==> src/rtl/irq_arb_pkg.sv <==
package irq_arb_pkg;
  localparam int DEF_NUM_SRC = 8;
  localparam int DEF_LVL_W   = 4;
  localparam int DEF_GRP_W   = 2;
  localparam int DEF_LEN_W   = 2;
  localparam int DEF_EVT_LVL = 13;
endpackage

==> src/rtl/irq_src_cfg.sv <==
module irq_src_cfg #(
  parameter int NUM_SRC = irq_arb_pkg::DEF_NUM_SRC,
  parameter int LVL_W   = irq_arb_pkg::DEF_LVL_W,
  parameter int GRP_W   = irq_arb_pkg::DEF_GRP_W,
  localparam int IDX_W  = (NUM_SRC > 1) ? $clog2(NUM_SRC) : 1
) (
  input  logic                     clk,
  input  logic                     rst_n,
  input  logic                     cfg_we,
  input  logic [IDX_W-1:0]         cfg_idx,
  input  logic [LVL_W-1:0]         cfg_lvl,
  input  logic [GRP_W-1:0]         cfg_grp,
  output logic [NUM_SRC*LVL_W-1:0] lvl_flat,
  output logic [NUM_SRC*GRP_W-1:0] grp_flat
);
  for (genvar i = 0; i < NUM_SRC; i++) begin : g_src
    logic [LVL_W-1:0] lvl_q;
    logic [GRP_W-1:0] grp_q;
    always_ff @(posedge clk or negedge rst_n) begin
      if (!rst_n) begin
        lvl_q <= '0;
        grp_q <= '0;
      end else if (cfg_we && cfg_idx == IDX_W'(i)) begin
        lvl_q <= cfg_lvl;
        grp_q <= cfg_grp;
      end
    end
    assign lvl_flat[i*LVL_W +: LVL_W] = lvl_q;
    assign grp_flat[i*GRP_W +: GRP_W] = grp_q;
  end
endmodule

==> src/rtl/irq_pick.sv <==
module irq_pick #(
  parameter int NUM_SRC = irq_arb_pkg::DEF_NUM_SRC,
  parameter int LVL_W   = irq_arb_pkg::DEF_LVL_W,
  parameter int GRP_W   = irq_arb_pkg::DEF_GRP_W,
  localparam int IDX_W  = (NUM_SRC > 1) ? $clog2(NUM_SRC) : 1,
  localparam int KEY_W  = LVL_W + GRP_W
) (
  input  logic [NUM_SRC-1:0]       pend,
  input  logic [NUM_SRC*LVL_W-1:0] lvl_flat,
  input  logic [NUM_SRC*GRP_W-1:0] grp_flat,
  output logic                     hit,
  output logic [IDX_W-1:0]         win_idx,
  output logic [LVL_W-1:0]         win_lvl
);
  logic [KEY_W-1:0] best_key;
  logic [KEY_W-1:0] cand;
  logic [LVL_W-1:0] cand_lvl;

  // Ascending scan with strict compare: ties keep the lower index.
  always_comb begin
    hit      = 1'b0;
    win_idx  = '0;
    best_key = '0;
    cand     = '0;
    cand_lvl = '0;
    for (int i = 0; i < NUM_SRC; i++) begin
      cand_lvl = lvl_flat[i*LVL_W +: LVL_W];
      cand     = {cand_lvl, grp_flat[i*GRP_W +: GRP_W]};
      if (pend[i] && cand_lvl != '0 && (!hit || cand > best_key)) begin
        hit      = 1'b1;
        best_key = cand;
        win_idx  = IDX_W'(i);
      end
    end
  end

  assign win_lvl = best_key[KEY_W-1:GRP_W];
endmodule

==> src/rtl/irq_lockout.sv <==
module irq_lockout #(
  parameter int LEN_W  = irq_arb_pkg::DEF_LEN_W,
  localparam int CNT_W = LEN_W + 1
) (
  input  logic             clk,
  input  logic             rst_n,
  input  logic             atomic_go,
  input  logic [LEN_W-1:0] atomic_len,
  input  logic             insn_retire,
  output logic [CNT_W-1:0] lock_cnt,
  output logic             lock_busy
);
  always_ff @(posedge clk or negedge rst_n) begin
    if (!rst_n)
      lock_cnt <= '0;
    else if (atomic_go)
      lock_cnt <= CNT_W'(atomic_len) + CNT_W'(1);
    else if (insn_retire && lock_cnt != '0)
      lock_cnt <= lock_cnt - CNT_W'(1);
  end

  assign lock_busy = (lock_cnt != '0);
endmodule

==> src/rtl/irq_prio_arbiter.sv <==
module irq_prio_arbiter #(
  parameter int NUM_SRC = irq_arb_pkg::DEF_NUM_SRC,
  parameter int LVL_W   = irq_arb_pkg::DEF_LVL_W,
  parameter int GRP_W   = irq_arb_pkg::DEF_GRP_W,
  parameter int LEN_W   = irq_arb_pkg::DEF_LEN_W,
  parameter int EVT_LVL = irq_arb_pkg::DEF_EVT_LVL,
  localparam int IDX_W  = (NUM_SRC > 1) ? $clog2(NUM_SRC) : 1
) (
  input  logic               clk,
  input  logic               rst_n,
  input  logic [NUM_SRC-1:0] req_set,
  input  logic               cfg_we,
  input  logic [IDX_W-1:0]   cfg_idx,
  input  logic [LVL_W-1:0]   cfg_lvl,
  input  logic [GRP_W-1:0]   cfg_grp,
  input  logic               cpu_we,
  input  logic [LVL_W-1:0]   cpu_wdata,
  output logic [LVL_W-1:0]   cpu_lvl,
  input  logic               atomic_go,
  input  logic [LEN_W-1:0]   atomic_len,
  input  logic               insn_retire,
  input  logic               win_ready,
  output logic               irq_valid,
  output logic               evt_valid,
  output logic [IDX_W-1:0]   win_idx
);
  localparam int CNT_W = LEN_W + 1;

  logic [NUM_SRC*LVL_W-1:0] lvl_flat;
  logic [NUM_SRC*GRP_W-1:0] grp_flat;
  logic [NUM_SRC-1:0]       pend_q;
  logic [NUM_SRC-1:0]       clr_mask;
  logic [LVL_W-1:0]         cpu_lvl_q;
  logic [LVL_W-1:0]         win_lvl;
  logic [CNT_W-1:0]         lock_cnt;
  logic                     lock_busy;
  logic                     hit;
  logic                     offer;
  logic                     is_evt;
  logic                     xfer;

  irq_src_cfg #(.NUM_SRC(NUM_SRC), .LVL_W(LVL_W), .GRP_W(GRP_W)) u_cfg (
    .clk(clk), .rst_n(rst_n), .cfg_we(cfg_we), .cfg_idx(cfg_idx),
    .cfg_lvl(cfg_lvl), .cfg_grp(cfg_grp),
    .lvl_flat(lvl_flat), .grp_flat(grp_flat)
  );

  irq_pick #(.NUM_SRC(NUM_SRC), .LVL_W(LVL_W), .GRP_W(GRP_W)) u_pick (
    .pend(pend_q), .lvl_flat(lvl_flat), .grp_flat(grp_flat),
    .hit(hit), .win_idx(win_idx), .win_lvl(win_lvl)
  );

  irq_lockout #(.LEN_W(LEN_W)) u_lock (
    .clk(clk), .rst_n(rst_n), .atomic_go(atomic_go), .atomic_len(atomic_len),
    .insn_retire(insn_retire), .lock_cnt(lock_cnt), .lock_busy(lock_busy)
  );

  assign offer     = hit && (win_lvl > cpu_lvl_q) && !lock_busy;
  assign is_evt    = (win_lvl >= LVL_W'(EVT_LVL));
  assign irq_valid = offer && !is_evt;
  assign evt_valid = offer && is_evt;
  assign xfer      = offer && win_ready;
  assign clr_mask  = xfer ? (NUM_SRC'(1) << win_idx) : '0;
  assign cpu_lvl   = cpu_lvl_q;

  always_ff @(posedge clk or negedge rst_n) begin
    if (!rst_n) begin
      pend_q    <= '0;
      cpu_lvl_q <= '0;
    end else begin
      pend_q <= (pend_q & ~clr_mask) | req_set;
      if (cpu_we)
        cpu_lvl_q <= cpu_wdata;
      else if (xfer && !is_evt)
        cpu_lvl_q <= win_lvl;
    end
  end
endmodule

==> config.mk <==
export PLATFORM = sky130hd
export DESIGN_NAME = irq_prio_arbiter
export DESIGN_NICKNAME = d
export VERILOG_FILES = /design/src/rtl/irq_arb_pkg.sv /design/src/rtl/irq_src_cfg.sv /design/src/rtl/irq_pick.sv /design/src/rtl/irq_lockout.sv /design/src/rtl/irq_prio_arbiter.sv
export SDC_FILE = /design/constraint.sdc
export NUM_CORES = 1
export LEC_CHECK = 0
export BUFFER_PORTS_ARGS = -buffer_cell sky130_fd_sc_hd__buf_2
export CAP_MARGIN = 25
export CELL_PAD_IN_SITES_DETAIL_PLACEMENT = 0
export CELL_PAD_IN_SITES_GLOBAL_PLACEMENT = 1
export CORE_MARGIN = 1.5
export CORE_UTILIZATION = 40
export DETAILED_ROUTE_END_ITERATION = 7
export PLACE_DENSITY_LB_ADDON = 0.1
export RECOVER_POWER = 100
export SKIP_LAST_GASP = 1
export SYNTH_ARGS = -nofsm -noshare
export SYNTH_HDL_FRONTEND = slang
export SYNTH_HIERARCHICAL = 1
export SYNTH_SLANG_ARGS = --single-unit
==> constraint.sdc <==
create_clock -name clk -period 38.6 [get_ports clk]
set_clock_uncertainty 0.15 [all_clocks]
set_input_delay 1.93 -clock clk [delete_from_list [all_inputs] [get_ports clk]]
set_output_delay 1.93 -clock clk [all_outputs]
set_load 0.05 [all_outputs]
==> impl_results.md <==
* Status: finished with violations
* Failing checks: max-capacitance violations, max-slew violations
* Worst EP required at 36.52 ns
* DIE AREA at 12700 µm²
* Final #Nets at 599
* Resize count post-CTS at 0
* DR vias at 3767
* RSZ-0062 raised after global routing: false
* Crit. End Element: output port
* Post-synth EDFFs at 0
* Final setup vio count at 0
* Synth Register Bits at 63
* DRC viols at 0
* Grt ovf at 0
* CP Launch Type: register
* IO Port Bufs at 38
* First-pass GRT wire length at 21000 µm
* Worst-margin pin slew at 3.46 ns
* TNS Setup at 0 ns
* Num rows at 39
* Final worst-path cycle share at 45.0%
* Max-cap violation count at 3
* Crit path time final at 17.36 ns
* DRT Wirelength at 12900 µm
* Synth Flop Type: dfrtp_1
* Synth Instances at 482
* Net count after synthesis at 561
* Layout Utilization at 46.0%
* Syn Area/Cell at 10.0 µm²
* Max incr delay on CP at 0.76 ns
* Warnings, synthesis at 6
* Most frequent CP cell: a21oi_1
* Final Hold Viols at 0
* Max clock buf depth at 2
* Clk_lat worst skew at 0.35 ns
* Largest net degree at the start of global routing at 64
* Fin. max-slew vios at 70
* Max Freq at 0.0576 GHz
* Total Routing Usage GR at 21.7%
* TritonCTS clock tree: yes
* WS Path Type: reg2out
* Initial antenna violation count at 0
* Die X at 113 µm
* Starting Density at 41.6%
* Synth Cell Area at 4830 µm²
* Hpwl dp at 10000 µm
* Vias in the first global route at 3856
* Placed Cells at 652
* Synthesis-to-finish area growth at 10.6%
* Core area at 11600 µm²
* CTS clock-pin slew for the worst setup and hold paths at 0.06 ns
* Clk root buf: clkbuf_16
* Filler cells at 1171
* Detailed Routing Iterations Pass 1 at 4
* Post-synthesis sequential area ratio at 32.7%
* Via density per instance at 5.64
* Setup bufs post-CTS at 0
* Critical Path AT at 15.28 ns
* CTS Hold Bufs at 0
* DIE HEIGHT at 113 µm
* Routed WL per cell at 19.3 µm
* Antenna Cells at 0
* H-tree level count at 3
* GP Congestion at 0.866
* Post-route ant nets at 0
* Inserted Clock Buffers at 9
* CP Max Fanout at 20
* Async S/R FF share, synth at 100%
* Post-synth cell types at 64
* Drt first-iter violations at 140
* # IOs at 39
* Critical Path Slowest Stage Cell: a31oi_1
* Worst hold path class: reg2reg
* Fin cells at 668
* TritonCTS Sinks at 63
* Fraction of layout cells with a size suffix above 1 at 22.3%
* Relative slew slack at -131%
-- layout make-up --
class                      count  area (µm²)  share of cell area, %
inverter                      41         154                   2.88
clock buffer                   9         225                   4.22
clock inverter                 7        57.6                   1.08
sequential                    63        1580                   29.5
tap                          143         179                   3.35
multi-input combinational    364        2960                   55.4
timing repair buffer          41         188                   3.51
-- worst max-delay path: cells and delay by family (launching register included) --
| kind | cells | cell delay (ns) |
|---|---|---|
| simple gates | 10 | 2.15 |
| compound gates | 30 | 8.04 |
| fa+ha+maj | 8 | 2.42 |
| flops | 1 | 0.41 |
| buf+inv | 4 | 0.70 |
| mux | 3 | 1.20 |
-- state kept, by name, indices dropped and copies added, names as in the netlist --
name               cells
u_cfg/g_src.lvl_q     32
cpu_lvl                4
u_cfg/g_src.grp_q     16
u_lock/lock_cnt        3
pend_q                 8
-- cells in the mapped netlist, types with 6 or more instances --
cell type	number	area, µm²
mux2_4	10	150
nor3_1	9	45.0
dfrtp_1	63	1580
o211ai_1	7	52.6
o2111ai_1	8	70.1
inv_1	41	154
buf_2	7	35.0
nor2_1	33	124
a21o_1	10	75.1
ha_1	49	613
mux2i_2	8	110
nor2b_1	7	43.8
nand3_1	9	45.0
nand4_1	7	43.8
and2_1	6	37.5
nand2_1	40	150
mux2_2	49	552
a21oi_1	26	130
o31ai_1	6	45.0
-- layer usage --
metal / share of wire [%] / routed length (µm) / track usage (%)
met4: 1.3 / 173 / 6.00
met2: 46 / 5980 / 35.4
met3: 3.0 / 392 / 4.61
met1: 49 / 6370 / 29.4
met5: 0 / 0 / 0
-- cells by family after synthesis --
logic type / share of synthesized area, %
AND/OR/NAND/NOR: 14.0
AO/OA/AOI/OAI: 18.4
multiplexers: 17.4
flip-flops: 32.7
buffers and inverters: 4.77
adder cells (fa/ha/maj): 12.7
-- path summary, 6_finish.rpt --
check | end | startpoint | slack [ns] | cells after the start
setup / recovery | irq_valid | u_cfg/g_src[0].lvl_q[0] | 21.24 | 55
hold / removal | u_cfg/g_src[7].grp_q[0] | u_cfg/g_src[7].grp_q[0] | 0.36 | 1
setup reg to reg | pend_q[1] | u_cfg/g_src[0].lvl_q[0] | 22.60 | 54
hold reg to reg | u_cfg/g_src[7].grp_q[0] | u_cfg/g_src[7].grp_q[0] | 0.36 | 1
max in group asynchronous | u_cfg/g_src[4].lvl_q[1] | rst_n | 33.62 | 2
min in group asynchronous | u_cfg/g_src[5].lvl_q[1] | rst_n | 2.70 | 2
-- cell usage in the layout, fill, tap and decap left out, types with 3 or more instances in the layout --
master,synthesis,final
o21ai_0,5,6
nand2b_1,4,4
o41ai_1,5,5
clkbuf_1,4,14
a21o_1,10,10
nor2_1,33,33
nand4_1,7,7
o2111ai_1,8,8
ha_1,49,49
mux2_4,10,9
a31o_1,4,4
nand3_1,9,9
nand4b_1,3,3
o21a_1,4,4
o211ai_1,7,7
nor3_1,9,9
nand2_1,40,40
o41a_1,3,3
a211oi_1,3,3
mux2i_2,8,7
o21ai_1,4,3
nor2b_1,7,7
inv_1,41,41
mux2i_1,3,4
a21oi_1,26,27
nor4bb_1,3,3
mux2_2,49,49
and2_1,6,4
buf_2,7,27
clkbuf_16,0,9
dfrtp_1,63,63
o31ai_1,6,6
-- stage by stage --
stage	instance area [µm²]	worst slack, ns	hold WS [ns]
finish	5340	21.24	0.359
CTS	5430	22.13	0.357
global route	5340	20.02	0.375
floorplan	4830	24.24	0.322
global placement	5150	22.73	0.340
detailed placement	5150	22.54	0.343
Power is not shown: default switching activity piles up to over one toggle a cycle in this logic, so the estimate is an artifact.
